File: src/rtl/acc_alu_pkg.sv
// Package: shared widths, operation codes and flag bit positions for the ALU.
package acc_alu_pkg;
    localparam int DATA_W = 8;
    localparam int NIB_W  = DATA_W / 2;

    typedef enum logic [3:0] {
        OP_ADD = 4'd0,  OP_ADC = 4'd1,  OP_SUB = 4'd2,  OP_SBC = 4'd3,
        OP_AND = 4'd4,  OP_OR  = 4'd5,  OP_XOR = 4'd6,  OP_CMP = 4'd7,
        OP_INC = 4'd8,  OP_DEC = 4'd9,  OP_CPL = 4'd10, OP_CCF = 4'd11,
        OP_SCF = 4'd12, OP_DAA = 4'd13
    } alu_op_e;

    // Flag bit positions inside the flag byte
    localparam int FZ = 7;
    localparam int FN = 6;
    localparam int FH = 5;
    localparam int FC = 4;
endpackage

File: src/rtl/acc_alu_addsub.sv
// Module: shared add/subtract datapath.
// Computes a +/- b +/- cin and reports the low-nibble carry (or borrow)
// and the full-width carry (or borrow). Assumes W is even.
module acc_alu_addsub #(
    parameter int W = 8
) (
    input  logic [W-1:0] a,
    input  logic [W-1:0] b,
    input  logic         cin,
    input  logic         sub,
    output logic [W-1:0] sum,
    output logic         half,
    output logic         carry
);
    localparam int NW = W / 2;

    logic [NW:0] lo;
    logic [W:0]  full;

    // Low nibble arithmetic, only used for the half flag
    always_comb begin
        if (sub)
            lo = {1'b0, a[NW-1:0]} - {1'b0, b[NW-1:0]} - {{NW{1'b0}}, cin};
        else
            lo = {1'b0, a[NW-1:0]} + {1'b0, b[NW-1:0]} + {{NW{1'b0}}, cin};
    end

    // Full-width arithmetic with an extra bit for carry/borrow
    always_comb begin
        if (sub)
            full = {1'b0, a} - {1'b0, b} - {{W{1'b0}}, cin};
        else
            full = {1'b0, a} + {1'b0, b} + {{W{1'b0}}, cin};
    end

    assign sum   = full[W-1:0];
    assign half  = lo[NW];
    assign carry = full[W];
endmodule

File: src/rtl/acc_alu_logic.sv
// Module: bitwise and/or/xor/complement unit.
// mode: 0 and, 1 or, 2 xor, 3 invert a. Pure combinational.
module acc_alu_logic #(
    parameter int W = 8
) (
    input  logic [W-1:0] a,
    input  logic [W-1:0] b,
    input  logic [1:0]   mode,
    output logic [W-1:0] y
);
    // Per-bit function selected by mode
    for (genvar i = 0; i < W; i++) begin : g_bit
        always_comb begin
            case (mode)
                2'd0:    y[i] = a[i] & b[i];
                2'd1:    y[i] = a[i] | b[i];
                2'd2:    y[i] = a[i] ^ b[i];
                default: y[i] = ~a[i];
            endcase
        end
    end
endmodule

File: src/rtl/acc_alu_daa.sv
// Module: decimal-adjust unit.
// Corrects a binary value to packed BCD using the stored subtract, half and
// carry flags. Assumes an 8-bit accumulator holding two BCD digits.
module acc_alu_daa #(
    parameter int W = 8
) (
    input  logic [W-1:0] a,
    input  logic         n_in,
    input  logic         h_in,
    input  logic         c_in,
    output logic [W-1:0] y,
    output logic         c_out
);
    logic [W-1:0] corr;

    // Choose the correction constant and the outgoing carry
    always_comb begin
        corr  = '0;
        c_out = c_in;
        if (!n_in) begin
            if (h_in || (a[3:0] > 4'd9)) corr[3:0] = 4'h6;
            if (c_in || (a > 8'h99)) begin
                corr[7:4] = 4'h6;
                c_out     = 1'b1;
            end
        end else begin
            if (h_in) corr[3:0] = 4'h6;
            if (c_in) corr[7:4] = 4'h6;
        end
    end

    // Apply the correction in the direction of the previous operation
    assign y = n_in ? (a - corr) : (a + corr);
endmodule

File: src/rtl/acc_alu.sv
// Module: 8-bit accumulator ALU, top level.
// Decodes the operation code, steers operands into the shared adder, the
// logic unit and the decimal-adjust unit, and builds the next flag byte.
// Fully combinational; assumes flags_in is the byte produced earlier.
module acc_alu
    import acc_alu_pkg::*;
(
    input  logic [3:0]        op_sel,
    input  logic [DATA_W-1:0] acc_in,
    input  logic [DATA_W-1:0] opnd_in,
    input  logic [7:0]        flags_in,
    output logic [DATA_W-1:0] res_out,
    output logic              res_we,
    output logic [7:0]        flags_out
);
    alu_op_e op;
    logic z_i, n_i, h_i, c_i;
    logic z_o, n_o, h_o, c_o;

    logic [DATA_W-1:0] as_b, as_sum;
    logic              as_cin, as_sub, as_half, as_carry;
    logic [1:0]        lg_mode;
    logic [DATA_W-1:0] lg_y;
    logic [DATA_W-1:0] da_y;
    logic              da_c;

    assign op  = alu_op_e'(op_sel);
    assign z_i = flags_in[FZ];
    assign n_i = flags_in[FN];
    assign h_i = flags_in[FH];
    assign c_i = flags_in[FC];

    // Steer operands into the shared adder
    always_comb begin
        as_b   = opnd_in;
        as_cin = 1'b0;
        as_sub = 1'b0;
        case (op)
            OP_ADC:         as_cin = c_i;
            OP_SUB, OP_CMP: as_sub = 1'b1;
            OP_SBC: begin as_sub = 1'b1; as_cin = c_i; end
            OP_INC: begin as_b = '0; as_cin = 1'b1; end
            OP_DEC: begin as_b = '0; as_cin = 1'b1; as_sub = 1'b1; end
            default: ;
        endcase
    end

    // Select the logic unit function
    always_comb begin
        case (op)
            OP_AND:  lg_mode = 2'd0;
            OP_OR:   lg_mode = 2'd1;
            OP_XOR:  lg_mode = 2'd2;
            default: lg_mode = 2'd3;
        endcase
    end

    acc_alu_addsub #(.W(DATA_W)) u_addsub (
        .a(acc_in), .b(as_b), .cin(as_cin), .sub(as_sub),
        .sum(as_sum), .half(as_half), .carry(as_carry)
    );

    acc_alu_logic #(.W(DATA_W)) u_logic (
        .a(acc_in), .b(opnd_in), .mode(lg_mode), .y(lg_y)
    );

    acc_alu_daa #(.W(DATA_W)) u_daa (
        .a(acc_in), .n_in(n_i), .h_in(h_i), .c_in(c_i),
        .y(da_y), .c_out(da_c)
    );

    // Result, write enable and next flags per operation
    always_comb begin
        res_out = acc_in;
        res_we  = 1'b0;
        z_o = z_i; n_o = n_i; h_o = h_i; c_o = c_i;
        case (op)
            OP_ADD, OP_ADC: begin
                res_out = as_sum; res_we = 1'b1;
                z_o = (as_sum == '0); n_o = 1'b0; h_o = as_half; c_o = as_carry;
            end
            OP_SUB, OP_SBC: begin
                res_out = as_sum; res_we = 1'b1;
                z_o = (as_sum == '0); n_o = 1'b1; h_o = as_half; c_o = as_carry;
            end
            OP_CMP: begin
                z_o = (as_sum == '0); n_o = 1'b1; h_o = as_half; c_o = as_carry;
            end
            OP_AND, OP_OR, OP_XOR: begin
                res_out = lg_y; res_we = 1'b1;
                z_o = (lg_y == '0); n_o = 1'b0; h_o = (op == OP_AND); c_o = 1'b0;
            end
            OP_INC, OP_DEC: begin
                res_out = as_sum; res_we = 1'b1;
                z_o = (as_sum == '0); n_o = (op == OP_DEC); h_o = as_half;
            end
            OP_CPL: begin
                res_out = lg_y; res_we = 1'b1;
                n_o = 1'b1; h_o = 1'b1;
            end
            OP_CCF: begin n_o = 1'b0; h_o = 1'b0; c_o = ~c_i; end
            OP_SCF: begin n_o = 1'b0; h_o = 1'b0; c_o = 1'b1; end
            OP_DAA: begin
                res_out = da_y; res_we = 1'b1;
                z_o = (da_y == '0); h_o = 1'b0; c_o = da_c;
            end
            default: ;
        endcase
    end

    assign flags_out = {z_o, n_o, h_o, c_o, 4'b0000};

    // Guards on the outputs relative to the inputs
    always_comb begin
        if (op == OP_INC || op == OP_DEC) begin

            incdec_keeps_carry_chk: assert (flags_out[FC] == flags_in[FC]);
        end
        if (op == OP_CMP) begin

            cmp_acc_kept_chk: assert (!res_we && res_out == acc_in);
        end
        if (op == OP_DAA && n_i) begin

            daa_sub_keeps_carry_chk: assert (flags_out[FC] == flags_in[FC]);
        end
        if (op == OP_AND) begin

            and_flags_chk: assert (flags_out[FH] && !flags_out[FC] && !flags_out[FN]);
        end
        if (op == OP_SUB || op == OP_SBC) begin

            sub_zero_chk: assert (flags_out[FN] && (flags_out[FZ] == (res_out == '0)));
        end
        if (op_sel > 4'd13) begin

            undef_passthru_chk: assert (!res_we && flags_out[7:4] == flags_in[7:4]);
        end
    end
endmodule

File: config.mk
export PLATFORM = sky130hd
export DESIGN_NAME = acc_alu
export DESIGN_NICKNAME = d
export VERILOG_FILES = /design/src/rtl/acc_alu_pkg.sv /design/src/rtl/acc_alu_addsub.sv /design/src/rtl/acc_alu_logic.sv /design/src/rtl/acc_alu_daa.sv /design/src/rtl/acc_alu.sv
export SDC_FILE = /design/constraint.sdc
export NUM_CORES = 1
export LEC_CHECK = 0
export ABC_CLOCK_PERIOD_IN_PS = 5200
export BUFFER_PORTS_ARGS = -buffer_cell sky130_fd_sc_hd__buf_2
export CAP_MARGIN = 20
export CORE_UTILIZATION = 55
export DETAILED_ROUTE_END_ITERATION = 7
export PLACE_DENSITY_LB_ADDON = 0.15
export SYNTH_ARGS = -nofsm -noshare
export SYNTH_HDL_FRONTEND = slang
export SYNTH_SLANG_ARGS = --single-unit
File: constraint.sdc
create_clock -name vclk -period 5.2
set_clock_uncertainty 0.2 [all_clocks]
set_input_delay 0.26 -clock vclk [all_inputs]
set_output_delay 0.26 -clock vclk [all_outputs]
set_load 0.05 [all_outputs]
== Word level (Yosys, flattened, before mapping) ==
Cells that the tools add are included.
Widths: inputs -> output; s select.

* Add/subtract/negate cells: 10
* Magnitude comparators: 2
* Equality and inequality tests: 15
* Multiplexer cells: 28
* Bitwise gates (word level): 33
* Reduce and logical (&&, ||, !) cells: 19

{| class="wikitable"
|+ Operator list
! kind !! count
|-
| $pmux 1 s3 || 10
|-
| $eq 4x4->1 const B || 6
|-
| $logic_not 8->1 || 3
|-
| $mux 8 || 3
|-
| $pmux 8 s3 || 1
|-
| $eq 4x3->1 const B || 4
|-
| $reduce_or 7->1 || 2
|-
| $mux 3 || 4
|-
| $reduce_or 4->1 || 3
|-
| $reduce_or 11->1 || 1
|-
| $add 8x8->9 || 1
|-
| $add 9x1->9 || 1
|-
| $mux 9 || 1
|-
| $not 1->1 || 9
|-
| $sub 8x8->9 || 1
|-
| $sub 9x1->9 || 1
|-
| $add 8x8->8 || 1
|-
| $and 1x1->1 || 8
|-
| $eq 4x2->1 const B || 2
|-
| $gt 8x8->1 const B || 1
|-
| $or 1x1->1 || 8
|-
| $sub 8x8->8 || 1
|-
| $xor 1x1->1 || 8
|-
| $pmux 2 s3 || 1
|-
| 20 further kinds || 26
|}

* Register bits after elaboration: 0
* Word-level logic and storage cells: 107

== Logic depth before layout (Yosys ltp) ==
* Depth after elaboration: 8
* Gate-level depth with buffers: 18

== Hierarchy ==
From an unflattened synthesis, not the netlist that was laid out.

* Cells, all modules: 334
* Area total of the unflattened synthesis: 2464.9 um^2

{| class="wikitable"
|+ By module, submodules not included
! module !! times used !! cells an instance !! area an instance (um^2) !! sequential area each (um^2)
|-
| acc_alu_addsub || 1 || 123 || 942.2 || 0.0
|-
| acc_alu || 1 || 105 || 643.1 || 0.0
|-
| acc_alu_logic || 1 || 50 || 493.0 || 0.0
|-
| acc_alu_daa || 1 || 56 || 386.6 || 0.0
|}

== Least setup slack after synthesis ==
Ideal clock, no wire load.

* Path type: input port to output port
* Start point: input op_sel[3]
* End point: output res_out[7]
* Data arrival time: 4.368 ns
* Data required time: 4.740 ns
* Path slack: 0.372 ns
* Stages on the path: 16
* Cells stage by stage: buf_2 > buf_1 > buf_1 > nand2_1 > o21ai_0 > inv_1 > fa_1 > inv_1 > ha_1 > o21ai_0 > a31oi_1 > nor4b_1 > a211oi_1 > mux2i_1 > nor2_1 > a211oi_1

* Longest elaborated chain between the ends: 7

{| class="wikitable"
|+ Ends and longest elaborated chain
! what !! line !! text
|-
| start: declaration || acc_alu.sv:8 || <nowiki>input logic [3:0] op_sel,</nowiki>
|-
| $eq 4x4->1 || acc_alu.sv:38, acc_alu.sv:77 ||
|-
| $reduce_or 2->1 (no source line) || n/a ||
|-
| $mux 8 || acc_alu.sv:38 || <nowiki>case (op)</nowiki>
|-
| $add 8x8->9 or $sub 8x8->9 (tied branches) || acc_alu_addsub.sv:33, acc_alu_addsub.sv:31 ||
|-
| $add 9x1->9 or $sub 9x1->9 (tied branches) || acc_alu_addsub.sv:33, acc_alu_addsub.sv:31 ||
|-
| $mux 9 || acc_alu_addsub.sv:30 || <nowiki>if (sub)</nowiki>
|-
| $pmux 8 s3 * || acc_alu.sv:77 || <nowiki>case (op)</nowiki>
|-
| end: declaration || acc_alu.sv:12 || <nowiki>output logic [DATA_W-1:0] res_out,</nowiki>
|}

Every way passes the cells marked *; elsewhere a longest branch is shown, timed or not.

== Final worst setup path ==
* Start point: input op_sel[3]
* End point: output flags_out[7]

* Longest elaborated chain between the ends: 8

{| class="wikitable"
|+ Ends and longest elaborated chain
! what !! line !! text
|-
| $eq 4x4->1 || acc_alu.sv:38, acc_alu.sv:77 ||
|-
| $reduce_or 2->1 (no source line) || n/a ||
|-
| $mux 8 || acc_alu.sv:38 ||
|-
| $add 8x8->9 or $sub 8x8->9 (tied branches) || acc_alu_addsub.sv:33, acc_alu_addsub.sv:31 ||
|-
| $add 9x1->9 or $sub 9x1->9 (tied branches) || acc_alu_addsub.sv:33, acc_alu_addsub.sv:31 ||
|-
| $mux 9 || acc_alu_addsub.sv:30 ||
|-
| $logic_not 8->1 || n/a ||
|-
| $pmux 1 s3 * || acc_alu.sv:77 ||
|-
| end: declaration || acc_alu.sv:14 || <nowiki>output logic [7:0] flags_out</nowiki>
|}

Marks and branches as above.

==> impl_results.md <==
* Power Density at 150.0 nW/um2
* Core Area at around 4400 um2
* Chip width at between 60 and 70 um
* Critical Path Sink Type: output pin
* Drt pass-1 iters at 5
* Leading area contributor after synthesis: ha_1
* Yosys warns at 0
* IO Port Bufs at 37
* DR vias at ~2700
* Initial Util at a little under three fifths
* Fin crit share at a little over four fifths
* Seq/Total Area, Yosys at 0%
* Setup bufs post-CTS at 0
* Fin crit period at ~4.4 ns
* ANT cells at 0
* Seq Cell Count at 0
* Synth top area share at between 20% and 30%
* Slew headroom at a little over a third
* Final net count at roughly 460
* Hold Buf Count CTS at 0
* Largest net degree at the start of global routing at 37
* Share of cells above drive strength 1 at 12.24%
* Max Slew Vio Count at 0
* TNS Setup at 0 ns
* # fillers at 439
* Routed WL at 7209 um
* Pwr Total at 0.3972 mW
* CP Max Fanout at 28
* Worst Tran Pin Value at approximately 1 ns
* Hpwl dp at between 5000 and 6000 um
* Data required, critical path at around 4.7 ns
* Starting DRT DRC Count at ~220
* Initial antenna violation count at 0
* Final Hold Fails at 0
* Die Span Y at 69.72 um
* Worst hold path type: in -> out
* Peak supply drop at a little under 0.00008 V
* Total area of sequential cells at 0 um2
* Fmax at roughly 230 MHz
* WS Path Type: in -> out
* Status: finished clean
* Grt total ovfl at 0
* Clock buffer count at 0
* Leakage power at between 1 and 1.5 nW
* Max-cap viol count at 0
* Worst setup SP type: input port
* Inst Count DP at approximately 440
* First-pass GRT wire length at 11780 um
* Final setup viols at 0
* Unique masters post-synth at 62
* IO Pins at 45
* DRC at 0
* Mapped Area at roughly 2500 um2
* RSZ-0062 raised after global routing: no
* Area contributors post-synth: ha_1, inv_1, a21oi_1
* Syn Inst Count at around 370
* Crit path DAT at just under 4 ns
* DRT antenna net count at 0
* Row count at 24
* GP Congestion at between 0.9 and 1
* Vias per cell at around 6.1
* Vias in the first global route at 2464
* Fin cells at between 400 and 500
* Syn Area/Cell at 6.873 um2
* WL/cell at roughly 17 um
* Total Routing Usage GR at 29.44%
* Post-CTS resize count at 0
* DIE AREA at around 4900 um2
* Layout area overhead at 4.960%
-- synthesized netlist by cell type, drive strengths merged, types with 3 or more instances --
master	n
inv	40
fa	4
xor2	5
a31oi	5
nor4b	3
xnor2	14
or3	5
nand2	35
a221oi	3
o31ai	4
clkbuf	4
o22ai	6
o211ai	6
o21bai	4
a211oi	5
nand2b	3
nor4	3
a22oi	4
buf	20
o21ai	23
a21oi	29
a32oi	4
nand3	7
nor2	33
mux2i	13
nor2b	6
ha	46
-- final timing paths --
path                  slack [ns]            to       from  cells past startpoint
worst max-delay path        0.79  flags_out[7]  op_sel[3]                     15
worst min-delay path        0.93    res_out[7]  acc_in[7]                      4
-- cell type report --
type	count	area [um2]	area share, %
inverters	41	153.9	5.813
well taps	52	65.06	2.457
multi-input cells	305	2236	84.45
repair buffers	38	192.7	7.278
-- per-layer routing --
layer / vias to the layer above / part of all wire [%] / track usage, %
met5: - / 0 / 0
met4: 0 / 1.2 / 3.778
met3: 10 / 7.1 / 1.163
met2: 109 / 47 / 51.67
met1: 1216 / 44 / 40.93
li1: 1341 / - / -
-- power by group --
part / switching (mW) / internal (mW)
clock network: 0 / 0
logic: 0.260 / 0.137
registers: 0 / 0
-- cells by family after synthesis --
group	after synthesis	synth area share (%)
compound gates	114	30.06
simple gates	105	20.24
buf+inv	65	11.80
fa+ha+maj	50	25.99
xor+xnor	19	6.597
mux	13	5.159
other cells	1	0.1487
-- worst max-delay path: stages --
cell	delay (ns)
buf_2	0.39
nand2_1	0.18
nor2_1	0.41
nor2_1	0.12
ha_1	0.41
inv_1	0.09
ha_1	0.36
a21o_1	0.21
a211oi_1	0.22
a21oi_1	0.06
a211oi_1	0.33
a32oi_1	0.09
nor4_1	0.39
or3_1	0.16
buf_2	0.26
-- placed cells by master (no fill, tap or decap), drive strengths merged, types with 6 or more instances in the layout --
cell type / n
a21oi: 29
buf: 38
ha: 46
inv: 40
mux2i: 13
nand2: 35
nand3: 7
nor2: 33
nor2b: 6
o211ai: 6
o21ai: 23
o22ai: 6
xnor2: 14
-- through the flow --
| stage | hold WS [ns] | setup slack, ns | area, um2 | util [%] |
|---|---|---|---|---|
| 2_1_floorplan | 0.7090 | 0.3715 | 2534 | - |
| 3_3_place_gp | 0.9289 | 0.8247 | 2648 | 60.39 |
| 3_5_place_dp | 0.9248 | 0.8127 | 2648 | 60.39 |
| 4_1_cts | 0.9261 | 0.8123 | 2648 | 60.39 |
| 5_1_grt | 0.9514 | 0.3991 | 2648 | 60.39 |
| 6_report | 0.9311 | 0.7947 | 2648 | 60.39 |
(Power assumes the default switching activity.)
